`config.mk`:
```
export PLATFORM = sky130hd
export DESIGN_NAME = rvc_q0_expander
export DESIGN_NICKNAME = d
export VERILOG_FILES = /design/src/rtl/rvc_q0_pkg.sv /design/src/rtl/rvc_q0_fields.sv /design/src/rtl/rvc_q0_slot_map.sv /design/src/rtl/rvc_q0_expander.sv
export SDC_FILE = /design/constraint.sdc
export NUM_CORES = 1
export LEC_CHECK = 0
export BUFFER_PORTS_ARGS = -buffer_cell sky130_fd_sc_hd__buf_4
export CORE_MARGIN = 8
export CORE_UTILIZATION = 31
export DETAILED_ROUTE_END_ITERATION = 8
export PLACE_DENSITY_LB_ADDON = 0.15
export SYNTH_ARGS = -nofsm -noshare
export SYNTH_HDL_FRONTEND = slang
export SYNTH_SLANG_ARGS = --single-unit
```
`constraint.sdc`:
```
create_clock -name vclk -period 1.45
set_input_delay 0.3625 -clock vclk [all_inputs]
set_output_delay 0.3625 -clock vclk [all_outputs]
set_load 0.02 [all_outputs]
```
`src/rtl/rvc_q0_pkg.sv`:
```
package rvc_q0_pkg;

  localparam logic [6:0] OPC_OP_IMM   = 7'b0010011;
  localparam logic [6:0] OPC_LOAD     = 7'b0000011;
  localparam logic [6:0] OPC_LOAD_FP  = 7'b0000111;
  localparam logic [6:0] OPC_STORE    = 7'b0100011;
  localparam logic [6:0] OPC_STORE_FP = 7'b0100111;
  localparam logic [2:0] F3_WORD      = 3'b010;
  localparam logic [2:0] F3_DWORD     = 3'b011;
  localparam logic [4:0] SP_REG       = 5'd2;

  typedef enum logic [1:0] {
    K_RSVD  = 2'd0,
    K_ADDSP = 2'd1,
    K_LOAD  = 2'd2,
    K_STORE = 2'd3
  } slot_kind_e;

  typedef struct packed {
    slot_kind_e kind;
    logic [6:0] opc;
    logic [2:0] f3;
    logic       dword_off;
  } slot_t;

  function automatic logic [4:0] widen_reg(input logic [2:0] f);
    return {2'b01, f};
  endfunction

  function automatic logic [11:0] imm_addsp(input logic [15:0] c);
    return {2'b00, c[10:7], c[12:11], c[5], c[6], 2'b00};
  endfunction

  function automatic logic [11:0] imm_word(input logic [15:0] c);
    return {5'b0, c[5], c[12:10], c[6], 2'b00};
  endfunction

  function automatic logic [11:0] imm_dword(input logic [15:0] c);
    return {4'b0, c[6:5], c[12:10], 3'b000};
  endfunction

  function automatic logic [31:0] enc_itype(input logic [11:0] imm, input logic [4:0] rs1,
                                            input logic [2:0] f3, input logic [4:0] rd,
                                            input logic [6:0] opc);
    return {imm, rs1, f3, rd, opc};
  endfunction

  function automatic logic [31:0] enc_stype(input logic [11:0] imm, input logic [4:0] rs2,
                                            input logic [4:0] rs1, input logic [2:0] f3,
                                            input logic [6:0] opc);
    return {imm[11:5], rs2, rs1, f3, imm[4:0], opc};
  endfunction

endpackage

```
`src/rtl/rvc_q0_fields.sv`:
```
module rvc_q0_fields
  import rvc_q0_pkg::*;
(
  input  logic [15:0] c_in,
  output logic [4:0]  reg_lo,
  output logic [4:0]  reg_hi,
  output logic [11:0] off_sp,
  output logic [11:0] off_w,
  output logic [11:0] off_d
);
  assign reg_lo = widen_reg(c_in[4:2]);
  assign reg_hi = widen_reg(c_in[9:7]);
  assign off_sp = imm_addsp(c_in);
  assign off_w  = imm_word(c_in);
  assign off_d  = imm_dword(c_in);
endmodule

```
`src/rtl/rvc_q0_slot_map.sv`:
```
module rvc_q0_slot_map
  import rvc_q0_pkg::*;
#(
  parameter int XLEN = 32
) (
  input  logic [2:0] funct3,
  output slot_t      slot
);
  slot_t wide_ld, wide_st;

  generate
    if (XLEN == 64) begin : g_rv64
      assign wide_ld = '{kind: K_LOAD,  opc: OPC_LOAD,  f3: F3_DWORD, dword_off: 1'b1};
      assign wide_st = '{kind: K_STORE, opc: OPC_STORE, f3: F3_DWORD, dword_off: 1'b1};
    end else begin : g_rv32
      assign wide_ld = '{kind: K_LOAD,  opc: OPC_LOAD_FP,  f3: F3_WORD, dword_off: 1'b0};
      assign wide_st = '{kind: K_STORE, opc: OPC_STORE_FP, f3: F3_WORD, dword_off: 1'b0};
    end
  endgenerate

  always_comb begin
    case (funct3)
      3'b000:  slot = '{kind: K_ADDSP, opc: OPC_OP_IMM,   f3: 3'b000,   dword_off: 1'b0};
      3'b001:  slot = '{kind: K_LOAD,  opc: OPC_LOAD_FP,  f3: F3_DWORD, dword_off: 1'b1};
      3'b010:  slot = '{kind: K_LOAD,  opc: OPC_LOAD,     f3: F3_WORD,  dword_off: 1'b0};
      3'b011:  slot = wide_ld;
      3'b101:  slot = '{kind: K_STORE, opc: OPC_STORE_FP, f3: F3_DWORD, dword_off: 1'b1};
      3'b110:  slot = '{kind: K_STORE, opc: OPC_STORE,    f3: F3_WORD,  dword_off: 1'b0};
      3'b111:  slot = wide_st;
      default: slot = '{kind: K_RSVD,  opc: 7'b0,         f3: 3'b000,   dword_off: 1'b0};
    endcase
  end
endmodule

```
`src/rtl/rvc_q0_expander.sv`:
```
module rvc_q0_expander
  import rvc_q0_pkg::*;
#(
  parameter int XLEN = 32
) (
  input  logic [15:0] c_instr,
  output logic [31:0] x_instr,
  output logic        illegal,
  output logic        not_q0
);
  logic [4:0]  reg_lo, reg_hi;
  logic [11:0] off_sp, off_w, off_d, mem_off;
  slot_t       slot;
  logic        in_q0, spn_zero, slot_rsvd;
  logic [31:0] raw_word;

  rvc_q0_fields u_fields (
    .c_in   (c_instr),
    .reg_lo (reg_lo),
    .reg_hi (reg_hi),
    .off_sp (off_sp),
    .off_w  (off_w),
    .off_d  (off_d)
  );

  rvc_q0_slot_map #(.XLEN(XLEN)) u_slot (
    .funct3 (c_instr[15:13]),
    .slot   (slot)
  );

  assign in_q0     = (c_instr[1:0] == 2'b00);
  assign spn_zero  = (slot.kind == K_ADDSP) && (off_sp == 12'd0);
  assign slot_rsvd = (slot.kind == K_RSVD);
  assign mem_off   = slot.dword_off ? off_d : off_w;

  always_comb begin
    case (slot.kind)
      K_ADDSP: raw_word = enc_itype(off_sp, SP_REG, slot.f3, reg_lo, slot.opc);
      K_LOAD:  raw_word = enc_itype(mem_off, reg_hi, slot.f3, reg_lo, slot.opc);
      K_STORE: raw_word = enc_stype(mem_off, reg_lo, reg_hi, slot.f3, slot.opc);
      default: raw_word = 32'd0;
    endcase
  end

  assign not_q0  = !in_q0;
  assign illegal = in_q0 && (slot_rsvd || spn_zero);
  assign x_instr = (in_q0 && !illegal) ? raw_word : 32'd0;
endmodule

```
==> flow_summary.toml, run 1 <==
[status]
stop_stage = "clock tree synthesis"
status = "aborted with a tool error"
stop_error = "[ERROR DPL-0033] detailed placement checks failed during check placement."

[floorplanning]
io-pin-count = 50
die_height_um = 52.5
rows = 13
floorplan.die.width_um = 52.5
initial_core_util = 0.325

[place]
place.detailed.hpwl_um = 1800
finalWeightedCongestion = 0.873
postPlaceCellArea_mm2 = 0.00101
placement.io_buffers = 44

[synth]
synth_compound_gate_area_share = 0.200
synth_cell_type_count = 28
netlist_area_um2 = 413
muxShareOfSynthArea = 0
syn-mean-instance-area_um2 = 6.88
sequential_to_total_area_share_from_yosys_stat = 0
synthDominantCellAreaShare = 0.145
post-synth-top-area-cell = "buf_4"
number_of_synthesis_warnings = 0
top_cells_by_instance_count_after_synthesis = "and3_1 (9), buf_4 (8), and2_1 (5), nor2_1 (5)"
synth-xor-area-share = 0
post_synth_fa_ha_maj_area_fraction = 0
synth_top_family_by_area = "simple AND/OR/NAND/NOR gates"
yosys.area_share.simple = 0.573
yosysMostFrequentCell = "and3_1"
netlist_instances = 60
synth_top_cells_by_area = "buf_4 (15%), and3_1 (14%), and2_1 (7.6%)"

[clock_tree]
cts_resized = 58
cts_hold_repair.buffers = 0
post_cts_setup_bufs = 3
[logic make-up after synthesis]
family / after synthesis
buffers and inverters: 13
and+or+nand+nor: 35
other: 1
AOI/OAI and AO/OA: 11
[metrics by stage]
stage | setup WS, ns | TNS [ns] | utilization | std cells | hold slack [ns]
global placement | -0.366 | -7.26 | 0.793 | 134 | 1.07
detailed placement | -0.412 | -7.68 | 0.793 | 134 | 1.07
floorplan | -0.126 | -1.07 | - | 65 | 0.757
==> inputs of run 2 (changes only) <==
CORE_AREA = 8 8 69 71   (was not set)
CORE_MARGIN = not set   (was 8)
CORE_UTILIZATION = not set   (was 31)
DIE_AREA = 0 0 77 79   (was not set)
clock period = 1.9 ns   (was 1.45 ns; I/O delays follow)
==> run 2 against run 1 <==
The flow now finishes, with violations (setup timing). Synthesized cell count stayed put. Area after synthesis unchanged.
==> flow_summary.toml, run 2 <==
[status]
status = "finished with violations"
violations = "setup timing"

[floorplanning]
initial_core_util = 0.109
dieArea_mm2 = 0.00608
die_height_um = 79
rows = 23
core_area_mm2 = 0.00380
io-pin-count = 50
floorplan.die.width_um = 77

[place]
placed_cells_incl_taps = 161
finalWeightedCongestion = 0.737
placement.io_buffers = 44
place.detailed.hpwl_um = 1940
postPlaceCellArea_um2 = 853

[power_and_ir_drop]
totalPowerFinal_uw = 212
irDropWorstVdd_mv = 0.0507
clock_power_share = 0
internal_power_summed_over_all_cells_uw = 102
fraction_of_power_consumed_by_combinational_cells = 1.000
seq_power_share = 0
p_sw_frac = 0.518
switchingPower_uw = 110
p_leak_nw = 0.489
p_per_area_mw_per_mm2 = 213

[finish]
final-seq-area_um2 = 0
final_layout_size_suffix_gt1_frac = 0.681
syn_to_final_growth_pct = 142
layout_common_cells = "buf_4 (42), buf_6 (14), and3_1 (9)"
antenna_cells_inserted = 0
multi_input_comb_area_um2 = 413
clockBufferCount = 0
layout.cells.non_filler = 163
finish.instance_area_um2 = 997
seq_cells = 0
layout.filler_cells = 434
final_nets = 131
layout.cells.most_common = "buf_4"

[synth]
number_of_synthesis_warnings = 0
synth_cell_type_count = 28
yosys.area_share.simple = 0.573
synth_top_family_by_area = "simple AND/OR/NAND/NOR gates"
post-synth-top-area-cell = "buf_4"
post_synth_fa_ha_maj_area_fraction = 0
synth_compound_gate_area_share = 0.200
synthDominantCellAreaShare = 0.145
top_cells_by_instance_count_after_synthesis = "and3_1 (9), buf_4 (8), and2_1 (5), nor2_1 (5)"
synth_top_cells_by_area = "buf_4 (15%), and3_1 (14%), and2_1 (7.6%)"
netlist_instances = 60
muxShareOfSynthArea = 0
netlist_area_um2 = 413
synth-xor-area-share = 0
syn-mean-instance-area_um2 = 6.88
sequential_to_total_area_share_from_yosys_stat = 0
yosysMostFrequentCell = "and3_1"

[timing]
setup_slack_ns = -0.000798
min_period_ns = 1.90
timing.fmax_ghz = 0.526
setup_repair_after_global_routing_missed_its_margin = "true"
fin_crit_sh = 1.00
final-hold-violation-count = 0
setup_violation_total_in_the_final_timing_report = 1
slew_violations = 0
fin_tns_setup_ns = -0.000798

[routing]
detail_route.wl_per_cell_um = 13.6
viasPerCell = 3.86
postRouteAntennaNets = 0
drt_iter0_drc = 10
met1_length_um = 975
dr.max_layer_used = "met3"
met2WireLength_um = 1020
route.final.wire_length_um = 2210
met3WireLength_um = 211
drc = 0
drtPass1Iterations = 4
vias = 629

[global_route]
grt_antenna_before_repair = 0
globalRoute.totalOverflow = 0
first_global_vias = 712
maximum_number_of_pins_on_one_net_before_global_route_repair = 11
grt.total_usage = 0.0707
grt_first_pass_wirelength_um = 3660

[critical_path]
crit_path_top_delay_cell = "or3_4"
worstPathArrival_ns = 1.43
timing.critical_path.cells = "buf_6 -> or3_4 -> nor2_4 -> a22o_1 -> buf_6"
longest_individual_stage_delay_on_the_worst_path_ns = 0.41
critPathCapture = "x_instr[26]"
crit_path_max_fanout = 5
startpoint_type_of_the_worst_setup_path = "input port"
critical_path_required_time_ns = 1.42
cp_common_cell = "buf_6"
crit_path_start = "c_instr[15]"
end_kind = "output port"
worst-setup-path-type = "in2out"

[min_path]
holdCritPathClass = "in2out"
worstHoldStart = "c_instr[12]"

[clock_tree]
cts_hold_repair.buffers = 0

[flow_run]
maxCapViolations = 0
==> run 2: stage by stage <==
stage / util / worst slack [ns] / hold WS (ns)
floorplan: - / -0.0187 / 1.03
global placement: 0.225 / -0.172 / 1.29
detailed placement: 0.225 / -0.152 / 1.29
CTS: 0.245 / -0.0317 / 1.31
global route: 0.263 / -0.0472 / 1.32
finish: 0.263 / -0.000798 / 1.30
==> run 2: cells by family after synthesis <==
family | count (synthesis)
simple gates | 35
other cells | 1
buf+inv | 13
compound gates | 11
==> run 2: cell type report <==
type / count / area share
inverters: 3 / 0.0138
multi-input cells: 52 / 0.414
well taps: 50 / 0.0627
repair buffers: 58 / 0.509
==> run 2: power by group through the flow <==
stage               clock [mW]  sequential [mW]  combinational [mW]
global route                 0                0               0.228
floorplan                    0                0               0.101
CTS                          0                0               0.203
finish                       0                0               0.212
global placement             0                0               0.186
detailed placement           0                0               0.185
==> run 2: worst min path at each step <==
stage	to	slack [ns]	cells past startpoint
finish	x_instr[25]	1.30	3
global route	x_instr[25]	1.32	3
CTS	x_instr[21]	1.31	3
detailed placement	x_instr[28]	1.29	3
global placement	x_instr[28]	1.29	3
floorplan	x_instr[12]	1.03	1
==> run 2: routing by layer <==
metal  vias up  GRT usage
met5         -          0
li1        309          -
met1       290     0.0835
met3         0     0.0260
met2        30      0.127
met4         0          0
==> run 2: timing repair <==
item,in CTS,in global routing
cloned,0,0
endpoints found under the setup margin,22,14
pin swaps,10,9
gates resized for setup,17,12
setup buffers,1,1
==> run 2: worst max-delay path: cells and delay by family <==
family | cells | cell delay, ns
AO/OA/AOI/OAI | 1 | 0.18
buffers and inverters | 2 | 0.21
AND/OR/NAND/NOR | 2 | 0.56
Note: power is estimated with default switching activity, not from simulation.
==> inputs of run 3 (changes only) <==
CORE_AREA = 2 2 63 65   (was 8 8 69 71)
DIE_AREA = 0 0 65 67   (was 0 0 77 79)
==> run 3 against run 2 <==
Sequential share of layout area unchanged. Via count is 2.1% lower. Utilization is 1.7 points higher. The run now ends clean. First-iteration DRC count rose by 60%.
==> flow_summary.toml, run 3 (synthesis results as in run 2) <==
[place]
place.detailed.hpwl_um = 1660
placement.io_buffers = 44
placed_cells_incl_taps = 162
finalWeightedCongestion = 0.744

[status]
status = "completed"

[power_and_ir_drop]
irDropWorstVdd_mv = 0.0871
p_leak_nw = 0.505
p_per_area_mw_per_mm2 = 211

[global_route]
grt.total_usage = 0.0874
maximum_number_of_pins_on_one_net_before_global_route_repair = 11
first_global_vias = 584
grt_antenna_before_repair = 0
grt_first_pass_wirelength_um = 3040
globalRoute.totalOverflow = 0

[routing]
postRouteAntennaNets = 0
drtPass1Iterations = 2
route.final.wire_length_um = 1990
detail_route.wl_per_cell_um = 11.9
viasPerCell = 3.69
drt_iter0_drc = 16
vias = 616
drc = 0

[finish]
antenna_cells_inserted = 0
syn_to_final_growth_pct = 144
layout.cells.non_filler = 167
final-seq-area_um2 = 0
final_nets = 137
seq_cells = 0
layout_common_cells = "buf_4 (50), buf_6 (14), and3_1 (7)"
multi_input_comb_area_um2 = 402
layout.filler_cells = 409
final_layout_size_suffix_gt1_frac = 0.681
layout.core_utilization = 0.280
clockBufferCount = 0
layout.cells.most_common = "buf_4"

[critical_path]
crit_path_max_fanout = 5
startpoint_type_of_the_worst_setup_path = "input port"
critical_path_required_time_ns = 1.42
worstPathArrival_ns = 1.42
worst-setup-path-type = "in2out"
end_kind = "output port"

[timing]
fin_crit_sh = 0.998
min_period_ns = 1.90
timing.fmax_ghz = 0.527
setup_violation_total_in_the_final_timing_report = 0
slew_violations = 0
setup_repair_after_global_routing_missed_its_margin = "true"
final-hold-violation-count = 0
fin_tns_setup_ns = 0

[floorplanning]
die_height_um = 67
rows = 22
core_area_mm2 = 0.00361
initial_core_util = 0.115
io-pin-count = 50
dieArea_mm2 = 0.00436
floorplan.die.width_um = 65

[min_path]
holdCritPathClass = "in2out"
worst_hold_path.num_cells = 3

[clock_tree]
cts_hold_repair.buffers = 0

[flow_run]
maxCapViolations = 0
[run 3: routing by layer]
| metal | up-vias | part of all wire | routed length [µm] | track usage |
|---|---|---|---|---|
| met5 | - | 0 | 0 | 0 |
| met4 | 0 | 0 | 0 | 0 |
| met3 | 0 | 0.031 | 62 | 0 |
| met2 | 17 | 0.57 | 1130 | 0.164 |
| met1 | 277 | 0.40 | 801 | 0.119 |
| li1 | 322 | - | - | - |
[run 3: worst paths after layout]
| path | endpoint | start |
|---|---|---|
| setup / recovery | x_instr[28] | c_instr[15] |
| hold / removal | x_instr[20] | c_instr[2] |
[run 3: what timing repair did]
| item | in CTS | in global routing |
|---|---|---|
| endpoints found under the setup margin | 21 | 13 |
| pin swaps | 8 | 12 |
| buffers inserted | 1 | 4 |
| resized for setup | 14 | 10 |
[run 3: final cells by class]
cell class	count	area share
tap	48	0.0596
timing repair buffer	64	0.529
multi-input combinational	52	0.398
inverter	3	0.0136
[run 3: critical path, cell delays in order]
cell and delay, ns:
buf_6 0.09, or3_4 0.41, nor2_4 0.16, and2_1 0.15, buf_4 0.14
[run 3: power by group]
group	internal [mW]	total, mW	switching [mW]
logic	0.105	0.213	0.108
clock network	0	0	0
registers	0	0	0
total	0.105	0.213	0.108
[run 3: through the flow]
| stage | instance area (µm²) | hold slack, ns | setup WS [ns] | power, mW |
|---|---|---|---|---|
| floorplan | 447 | 1.03 | -0.0187 | 0.101 |
| global placement | 873 | 1.30 | -0.166 | 0.189 |
| detailed placement | 873 | 1.30 | -0.203 | 0.188 |
| CTS | 938 | 1.30 | -0.0183 | 0.202 |
| global route | 1010 | 1.32 | -0.0470 | 0.227 |
| finish | 1010 | 1.30 | 0.00419 | 0.213 |
==> inputs of run 4 (changes only) <==
REMOVE_ABC_BUFFERS = 1   (was not set)
==> run 4 against run 3 <==
The flow now finishes with violations (setup timing). Worst hold slack worse by 0.0053 ns. Die area unchanged. Worst setup slack worse by 0.016 ns. Count of clock-buffer cells in the layout unchanged. Flip-flop and latch count unchanged. Sequential share of layout area unchanged. Final area up 4.2%. Routed wire length up 7.3%. Critical endpoint is now x_instr[26].
==> flow_summary.toml, run 4 (synthesis results as in run 2) <==
[critical_path]
critical_path_required_time_ns = 1.42
worst-setup-path-type = "in2out"
timing.critical_path.cells = "buf_6 -> or3_4 -> nor2_4 -> a22o_1 -> buf_6"
crit_path_start = "c_instr[15]"
startpoint_type_of_the_worst_setup_path = "input port"
worstPathArrival_ns = 1.44
end_kind = "output port"
cp_common_cell = "buf_6"
critPathCapture = "x_instr[26]"
crit_path_top_delay_cell = "or3_4"
longest_individual_stage_delay_on_the_worst_path_ns = 0.41
crit_path_max_fanout = 5

[place]
place.detailed.hpwl_um = 1630
placement.io_buffers = 44
finalWeightedCongestion = 0.704
placed_cells_incl_taps = 163
place_worst_setup_slack_ns = -0.217

[power_and_ir_drop]
p_leak_nw = 0.522
p_per_area_mw_per_mm2 = 212
totalPowerFinal_uw = 223
irDropWorstVdd_mv = 0.0713

[min_path]
worstHoldStart = "c_instr[9]"
holdCritPathClass = "in2out"

[routing]
drc = 0
postRouteAntennaNets = 0
vias = 657
drtPass1Iterations = 4
route.final.wire_length_um = 2140
drt_iter0_drc = 13
detail_route.wl_per_cell_um = 12.6
viasPerCell = 3.89

[floorplanning]
die_height_um = 67
io-pin-count = 50
floorplan.die.width_um = 65
initial_core_util = 0.115
rows = 22
core_area_mm2 = 0.00361
dieArea_mm2 = 0.00436

[timing]
timing.fmax_ghz = 0.523
final-hold-violation-count = 0
slew_violations = 0
setup_repair_after_global_routing_missed_its_margin = "true"
setup_slack_ns = -0.0116
fin_crit_sh = 1.01
min_period_ns = 1.91
setup_violation_total_in_the_final_timing_report = 2
whs_ns = 1.30

[finish]
layout.cells.most_common = "buf_4"
layout.cells.non_filler = 169
multi_input_comb_area_um2 = 428
final-seq-area_um2 = 0
clockBufferCount = 0
final_nets = 139
final_layout_size_suffix_gt1_frac = 0.719
seq_cells = 0
syn_to_final_growth_pct = 155
layout.filler_cells = 407
layout_common_cells = "buf_4 (52), buf_6 (11), and3_1 (9)"
antenna_cells_inserted = 0

[global_route]
first_global_vias = 664
grt.total_usage = 0.0902
globalRoute.totalOverflow = 0
grt_antenna_before_repair = 0
grt_first_pass_wirelength_um = 3170
maximum_number_of_pins_on_one_net_before_global_route_repair = 11

[status]
status = "finished with violations"
violations = "setup timing"

[flow_run]
maxCapViolations = 0
run 4: cell count changes in the layout (fill, tap and decap cells not counted), sizes merged:
cell / previous run / this run
buf: 64 / 65
or2: 1 / 2
run 4: layout make-up:
type / instances / area share
repair buffers: 65 / 0.518
multi-input cells: 53 / 0.407
well taps: 48 / 0.0571
inverters: 3 / 0.0179
run 4: worst min-delay path by stage:
stage,endpoint,slack (ns),depth (start not counted)
after global placement,x_instr[28],1.29,3
after global routing,x_instr[28],1.31,3
after floorplan,x_instr[12],1.03,1
final,x_instr[28],1.30,3
after CTS,x_instr[28],1.31,3
after detailed placement,x_instr[28],1.29,3
run 4: repair_timing:
action | CTS | global route
pin swaps | 11 | 16
gates cloned | 0 | 1
resized for setup | 17 | 19
hold endpoints to repair | 0 | 0
hold buffers | 0 | 0
setup buffers | 1 | 4
endpoints found under the setup margin | 23 | 16
run 4: per-layer routing:
| layer | global-route usage | vias to the layer above | share of wire |
|---|---|---|---|
| met5 | 0 | - | 0 |
| met4 | 0.0106 | 0 | 0.011 |
| met3 | 0.0152 | 2 | 0.090 |
| met2 | 0.155 | 36 | 0.46 |
| met1 | 0.121 | 293 | 0.44 |
| li1 | - | 326 | - |
run 4: report_power, final:
part	internal (mW)	leakage [nW]	switching, mW
clock	0	0	0
sequential	0	0	0
combinational	0.109	0.522	0.113
run 4: metrics by stage:
| step | setup TNS, ns | cell area, µm² | util |
|---|---|---|---|
| after detailed placement | -2.57 | 866 | 0.240 |
| final | -0.0224 | 1050 | 0.291 |
| after CTS | -0.179 | 942 | 0.261 |
| after floorplan | -1.05 | 355 | - |
| after global routing | -0.311 | 1050 | 0.291 |
| after global placement | -2.13 | 866 | 0.240 |
run 4: worst max-delay path, delay by kind of cell:
family / cells / cell delay [ns]
compound gates: 1 / 0.18
buf+inv: 2 / 0.21
simple gates: 2 / 0.57
